[src/rtl/flash_cmd_ctl.sv]
module flash_cmd_ctl #(
  parameter int DW = 8,
  parameter int AW = 6,
  parameter int BLK_AW = 3,
  parameter int NUM_LOCK = 2,
  parameter int BUSY_CYC = 6,
  parameter logic [DW-1:0] ID_MAKER = DW'(8'hA5),
  parameter logic [DW-1:0] ID_DEVICE = DW'(8'h3C)
) (
  input  logic          clk,
  input  logic          rp_n,
  input  logic          ce_n,
  input  logic          oe_n,
  input  logic          we_n,
  input  logic          wp_n,
  input  logic [AW-1:0] addr,
  input  logic [DW-1:0] dq_in,
  output logic [DW-1:0] dq_out,
  output logic          dq_oe
);
  localparam int DEPTH = 1 << AW;
  localparam int BW = AW - BLK_AW;
  localparam int CW = $clog2(BUSY_CYC + 1);
  localparam logic [BW-1:0] LOCK_LIM = BW'(NUM_LOCK);

  typedef enum logic [1:0] {M_ARRAY, M_ID, M_STAT} mode_t;
  typedef enum logic [1:0] {P_NONE, P_PROG, P_ERASE} pend_t;

  logic we_s1, we_s2, ce_s1, ce_s2;
  logic [AW-1:0] a_s1, a_s2, lat_a;
  logic [DW-1:0] d_s1, d_s2, lat_d;
  logic [DW-1:0] mem [DEPTH];
  logic [DW-1:0] rd_data, stat;
  logic [CW-1:0] cnt;
  logic busy, op_erase, err1, err4, err5;
  mode_t mode;
  pend_t pend;

  always_ff @(posedge clk or negedge rp_n) begin
    if (!rp_n) begin
      we_s1 <= 1'b1; we_s2 <= 1'b1; ce_s1 <= 1'b1; ce_s2 <= 1'b1;
      a_s1 <= '0; a_s2 <= '0; d_s1 <= '0; d_s2 <= '0;
    end else begin
      we_s1 <= we_n; we_s2 <= we_s1; ce_s1 <= ce_n; ce_s2 <= ce_s1;
      a_s1 <= addr;  a_s2 <= a_s1;   d_s1 <= dq_in; d_s2 <= d_s1;
    end
  end

  wire [7:0] cmd = d_s2[7:0];
  wire accept = we_s1 & ~we_s2 & ~ce_s2 & ~busy;
  wire lock_hit = ~wp_n & (a_s2[AW-1:BLK_AW] < LOCK_LIM);
  wire done = busy & (cnt == '0);
  wire clr_st = accept & (pend == P_NONE) & (cmd == 8'h50);

  always_ff @(posedge clk or negedge rp_n) begin
    if (!rp_n) begin
      mode <= M_ARRAY; pend <= P_NONE; busy <= 1'b0; cnt <= '0;
      op_erase <= 1'b0; lat_a <= '0; lat_d <= '0;
      err1 <= 1'b0; err4 <= 1'b0; err5 <= 1'b0;
    end else if (busy) begin
      if (done) busy <= 1'b0;
      else cnt <= cnt - 1'b1;
    end else if (accept) begin
      case (pend)
        P_PROG: begin
          pend <= P_NONE; mode <= M_STAT;
          if (lock_hit) begin err1 <= 1'b1; err4 <= 1'b1; end
          else begin
            busy <= 1'b1; cnt <= CW'(BUSY_CYC - 1); op_erase <= 1'b0;
            lat_a <= a_s2; lat_d <= d_s2;
          end
        end
        P_ERASE: begin
          pend <= P_NONE; mode <= M_STAT;
          if (cmd != 8'hD0) begin err4 <= 1'b1; err5 <= 1'b1; end
          else if (lock_hit) begin err1 <= 1'b1; err5 <= 1'b1; end
          else begin
            busy <= 1'b1; cnt <= CW'(BUSY_CYC - 1); op_erase <= 1'b1;
            lat_a <= a_s2;
          end
        end
        default: begin
          case (cmd)
            8'hFF: mode <= M_ARRAY;
            8'h90: mode <= M_ID;
            8'h70: mode <= M_STAT;
            8'h50: begin err1 <= 1'b0; err4 <= 1'b0; err5 <= 1'b0; end
            8'h40: begin pend <= P_PROG;  mode <= M_STAT; end
            8'h20: begin pend <= P_ERASE; mode <= M_STAT; end
            default: ;
          endcase
        end
      endcase
    end
  end

  always_ff @(posedge clk) begin
    for (int i = 0; i < DEPTH; i++) begin
      if (done) begin
        if (op_erase) begin
          if ((AW'(i) >> BLK_AW) == (lat_a >> BLK_AW)) mem[i] <= '1;
        end else if (AW'(i) == lat_a) begin
          mem[i] <= mem[i] & lat_d;
        end
      end
    end
  end

  always_comb begin
    stat = '0;
    stat[7] = ~busy;
    stat[5] = err5;
    stat[4] = err4;
    stat[1] = err1;
    case (mode)
      M_ID:    rd_data = addr[0] ? ID_DEVICE : ID_MAKER;
      M_STAT:  rd_data = stat;
      default: rd_data = mem[addr];
    endcase
  end

  assign dq_oe  = rp_n & ~ce_n & ~oe_n;
  assign dq_out = dq_oe ? rd_data : '0;
endmodule

[config.mk]
export PLATFORM = sky130hd
export DESIGN_NAME = flash_cmd_ctl
export DESIGN_NICKNAME = d
export VERILOG_FILES = /design/src/rtl/flash_cmd_ctl.sv
export SDC_FILE = /design/constraint.sdc
export NUM_CORES = 1
export LEC_CHECK = 0
export ABC_CLOCK_PERIOD_IN_PS = 7800
export CORE_ASPECT_RATIO = 1.25
export CORE_MARGIN = 1
export CORE_UTILIZATION = 40
export DETAILED_ROUTE_END_ITERATION = 8
export PLACE_DENSITY = 0.63
export SLEW_MARGIN = 30
export SYNTH_ARGS = -nofsm -noshare
export SYNTH_HDL_FRONTEND = slang
export SYNTH_SLANG_ARGS = --single-unit
[constraint.sdc]
create_clock -name clk -period 7.8 [get_ports clk]
set_input_delay 0.78 -clock clk [delete_from_list [all_inputs] [get_ports clk]]
set_output_delay 0.78 -clock clk [all_outputs]
set_load 0.05 [all_outputs]
* After elaboration in Yosys (flattened, before gate mapping)
Memories as Yosys holds them, arrays and structs flattened.
Cells that the tools add are included.
** Storage, ports and cells
- Output and inout port bits :: 9
- Memory bits (writable) :: 512
- Bits in registers :: 58
- Memories kept :: 1
- Input port bits :: 20
- Logic and storage cells :: 885
** Memory list
- mem :: words 64, bits a word 8, read ports 65, clocked after Yosys merged registers in 0, wr ports 8, line 32 : logic [DW-1:0] mem [DEPTH];
** Operators by class
- Equality and inequality tests :: 89
- Reductions and logical operators :: 77
- Magnitude comparators :: 1
- Bitwise gates (word level) :: 143
- Muxes and demuxes :: 555
- Add/subtract/negate cells :: 1
** Operator list (number)
- $mux 8 :: 122
- $and 8x8->8 :: 64
- $reduce_or 8->1 :: 56
- $mux 1 :: 358
- $mux 6 :: 58
- $eq 6x6->1 const A :: 32
- $eq 5x6->1 const A :: 16
- $or 1x1->1 :: 64
- $eq 4x6->1 const A :: 8
- $eq 3x6->1 const A :: 4
- $eq 8x7->1 const B :: 3
- $eq 8x8->1 const B :: 2
- $pmux 8 s2 :: 1
- $reduce_and 4->1 :: 4
- $mux 3 :: 5
- $eq 2x6->1 const A :: 2
- $eq 3x3->1 const A :: 4
- $logic_not 6->1 :: 2
- $ne 2x2->1 const B :: 6
- $pmux 6 s2 :: 1
- $pmux 1 s2 :: 5
- $reduce_and 5->1 :: 2
- $reduce_bool 3->1 :: 3
- $eq 8x6->1 const B :: 1
- 22 further kinds :: 43

* Depth between registers and ports, before layout
- Depth after elaboration :: 14
- Mapped depth :: 10
- Mapped depth without buffers :: 7

* Least setup slack after synthesis
No wires, ideal clock.
- Kind :: input port to output port
- Start :: in addr[0]
- End :: out dq_out[7]
- Required time :: 7.020 ns
- Path slack :: 3.497 ns
- Data arrival time :: 3.523 ns
- Cell stages on the path :: 8
- Path through :: buf_6 buf_6 buf_4 inv_1 buf_2 o311ai_0 a211oi_1 nor4_1
** Between the ends
- Longest elaborated chain between the ends :: 3
** RTL lines
- start: declaration :: line 16 : input logic [AW-1:0] addr,
- $mem_v2 64x8 / $mux 8 (equally long branches)
- $pmux 8 s2 (*) :: line 115 : case (mode)
- $mux 8 (*) :: line 123 : assign dq_out = dq_oe ? rd_data : '0;
- end: declaration :: line 18 : output logic [DW-1:0] dq_out,
Every way passes the cells marked *; elsewhere a longest branch is shown, timed or not.

* Worst setup path after layout
Ends and elaborated chain as after synthesis.

==> results.cfg <==
[run_status]
outcome = finished with violations
failed_checks = DRC

[critical_path]
worst_path_max_delay_cell = clkdlybuf4s50_1
cp_slowest_stage_delay_ns = 0.74
worstRegToRegCells = 6
r2r-start = busy
crit_type = primary input to output pin
worst-path-buf-inv = 3
cp_max_fo = 48
path_cells = buf_4 -> buf_4 -> mux4_1 -> mux2i_1 -> nor3b_1 -> a221o_1 -> nor4_1 -> nor4_1 -> clkdlybuf4s50_1
worstSetupEndpointType = output pin
cp.arrival_ns = 4.81
r2r-end = mem[9][1]
rrSetupSlack_ns = 4.26
critPathTopFamily = buffers and inverters
startpoint_type = primary input
required_ns = 7.02

[cells_and_area]
seq_area_um2 = 16840
final_cell_mix = nand2_1 (537), edfxtp_1 (512), a21o_1 (304), mux4_2 (106), clkbuf_16 (54)
syn_to_final_growth_pct = 9.787
fill_cells = 5913
fin_nets = 2008
antennaDiodeCount = 0
final_layout_size_suffix_gt1_share_pct = 12.89
multi_input_area_um2 = 9376
mostFrequentLayoutCell = nand2_1

[drt]
wl_met2_mm = 37.08
drtIter0Drc = 2095
drc = 2
drt-pass1-iter-count = 8
vias_per_cell = 6.018
m1WireLength_mm = 29.62
vias = 17390
dr_wl_met3_mm = 5.505
wl_per_cell_um = 26.40
wl_mm = 76.27
ant_nets = 0
highest_layer = met4

[synth]
synth_top_cell_by_area = edfxtp_1
netlist.area_leader.share_pct = 57.05
synth_cell_types = 61
yosysWarnings = 0
synth-seq-area-share_pct = 62.46
ys_ff_latch = 570
synth_area_leaders = edfxtp_1 (57%), mux4_2 (8.9%), a21o_1 (8.5%)
synthArstFlopShare_pct = 10.18
syn_nets = 2033
synth-edff-count = 512
netlist_area_um2 = 26950
netlist_instances = 2007
synth_ff_type = edfxtp_1
avgSynthCellArea_um2 = 13.43

[power_and_ir_drop]
p_leak_nw = 10.95
p_comb_share_pct = 13.8
pwr-share-seq_pct = 50.6
p_int_mw = 5.054
power.density_nw_per_um2 = 243.7
p_clk_share_pct = 35.7
power.total_mw = 7.210
power.ir.vdd_worst_mv = 0.2603
switchingPower_mw = 2.156
switching_share_pct = 29.90

[clock_network]
cts_made_buffers = 54
clock_latency_ns = 0.62
cts_num_sinks = 570
htreeDepth = 2
cts_hold_buffers = 0
cts_resized = 0
clk_pin_slew_ns = 0.06
cts_tree = yes
clockBufferDepth = 3
clockRootBuffer = clkbuf_16
cts_setup_buffers = 0

[grt]
antenna_found_initial = 0
grt_max_degree = 68
first_global_vias = 17470
grt-ovfl-total = 0
grtUsageTotal_pct = 22.52
grt_pass1_wl_mm = 114.7

[timing]
timing.fmax_mhz = 178.9
slew_headroom_pct = 31.51
tns_ns = 0
fin_crit_ns = 5.589
skew_ns = 0.02914
setup_violations = 0
rsz0062_at_grt = no
timing.final.hold_violations = 0
timing.final.crit_share_pct = 71.65
worst_pin_slew_ns = 1.022
final-max-slew-violation-count = 0

[floorplanning]
num_rows = 106
io_pins = 29
core_area_um2 = 66710
dieHeight_um = 292.2
die-area_um2 = 68420
fp.dieW_um = 234.2
start_util_pct = 40.40

[flow_run]
max_cap_viol_count = 0

[place]
port_buffers = 28
dp.final_hpwl_mm = 51.50
place_congestion = 0.8997

[worst_hold_path]
min_path_type = primary input to async pin
-- synth_stat cells (3+ instances only) --
library cell and instances:
nand2_1 537, edfxtp_1 512, a21o_1 304, mux4_2 106, clkbuf_1 98, dfrtp_1 54, mux2i_1 51, nor2_1 35
inv_1 26, o21ai_0 25, nor3_1 19, buf_2 18, a22oi_1 17, mux2_2 17, mux4_1 17, buf_4 12
nand3_1 11, and2_1 10, nand2b_1 10, a211oi_1 9, nor2b_1 8, a21oi_1 7, nand4_1 7, a22o_1 6
ha_1 6, or2_2 6, a21boi_0 5, nor4_1 5, o211ai_1 5, o22ai_1 5, o31ai_1 5, buf_6 4
dfstp_2 4, nor3_2 4, or3_1 4, a31oi_1 3, a41oi_1 3, buf_1 3
-- sequential cells by signal, summed over array words and instances, names as in the netlist --
name and flops:
ce_s1 1, a_s2 6, err1 1, ce_s2 1
op_erase 1, err5 1, err4 1, busy 1
d_s1 8, we_s2 1, mem 512, we_s1 1
lat_d 8, mode 2, lat_a 6, pend 2
a_s1 6, cnt 3, cmd 8
-- power groups by stage --
stage,clock network [mW],logic [mW],registers [mW]
2_1_floorplan,0,0.724,3.50
3_3_place_gp,0,0.974,3.70
3_5_place_dp,0,0.981,3.71
4_1_cts,2.60,0.985,3.64
5_1_grt,2.71,1.04,3.66
6_report,2.57,0.992,3.65
-- layer usage --
layer | track usage (%) | up-vias
met1 | 29.31 | 8903
met2 | 36.90 | 846
met5 | 0 | -
li1 | - | 7454
met3 | 2.979 | 184
met4 | 10.99 | 0
-- metrics by stage --
stage | util, % | hold WS (ns) | cells | cell area (um^2) | setup WS (ns)
after floorplan | - | 0.3312 | 2007 | 26950 | 3.497
after global placement | 41.81 | 0.3339 | 2790 | 27890 | 2.273
after detailed placement | 41.82 | 0.3347 | 2790 | 27900 | 2.319
after CTS | 44.35 | 0.3116 | 2889 | 29590 | 2.314
after global routing | 44.35 | 0.3520 | 2889 | 29590 | 2.102
final | 44.35 | 0.3031 | 2889 | 29590 | 2.211
-- area by class of cell --
type                            instances  share of cell area, %
Tap cell                              864                  3.654
Multi-Input combinational cell       1272                  31.69
Clock inverter                         21                 0.5540
Sequential cell                       570                  56.93
Clock buffer                           78                  5.155
Inverter                               27                 0.3426
Timing Repair Buffer                   57                  1.670
-- cells by family (layout without fill, tap and decap cells) --
logic type	Yosys count	after routing	synth area share [%]
AO/OA/AOI/OAI	407	407	11.10
XOR/XNOR	2	2	0.06501
adder cells (fa/ha/maj)	6	6	0.2786
buffers and inverters	165	183	2.823
flip-flops	570	570	62.46
multiplexers	191	191	13.12
AND/OR/NAND/NOR	666	666	10.15
-- worst max path at each step --
stage | startpoint | end | slack (ns) | cells past startpoint
floorplan | addr[0] | dq_out[7] | 3.50 | 8
global placement | addr[0] | dq_out[7] | 2.27 | 9
detailed placement | addr[0] | dq_out[4] | 2.32 | 7
CTS | addr[0] | dq_out[7] | 2.31 | 9
global route | addr[0] | dq_out[7] | 2.10 | 9
finish | addr[0] | dq_out[7] | 2.21 | 9
Power figures use the tool's default switching activity.
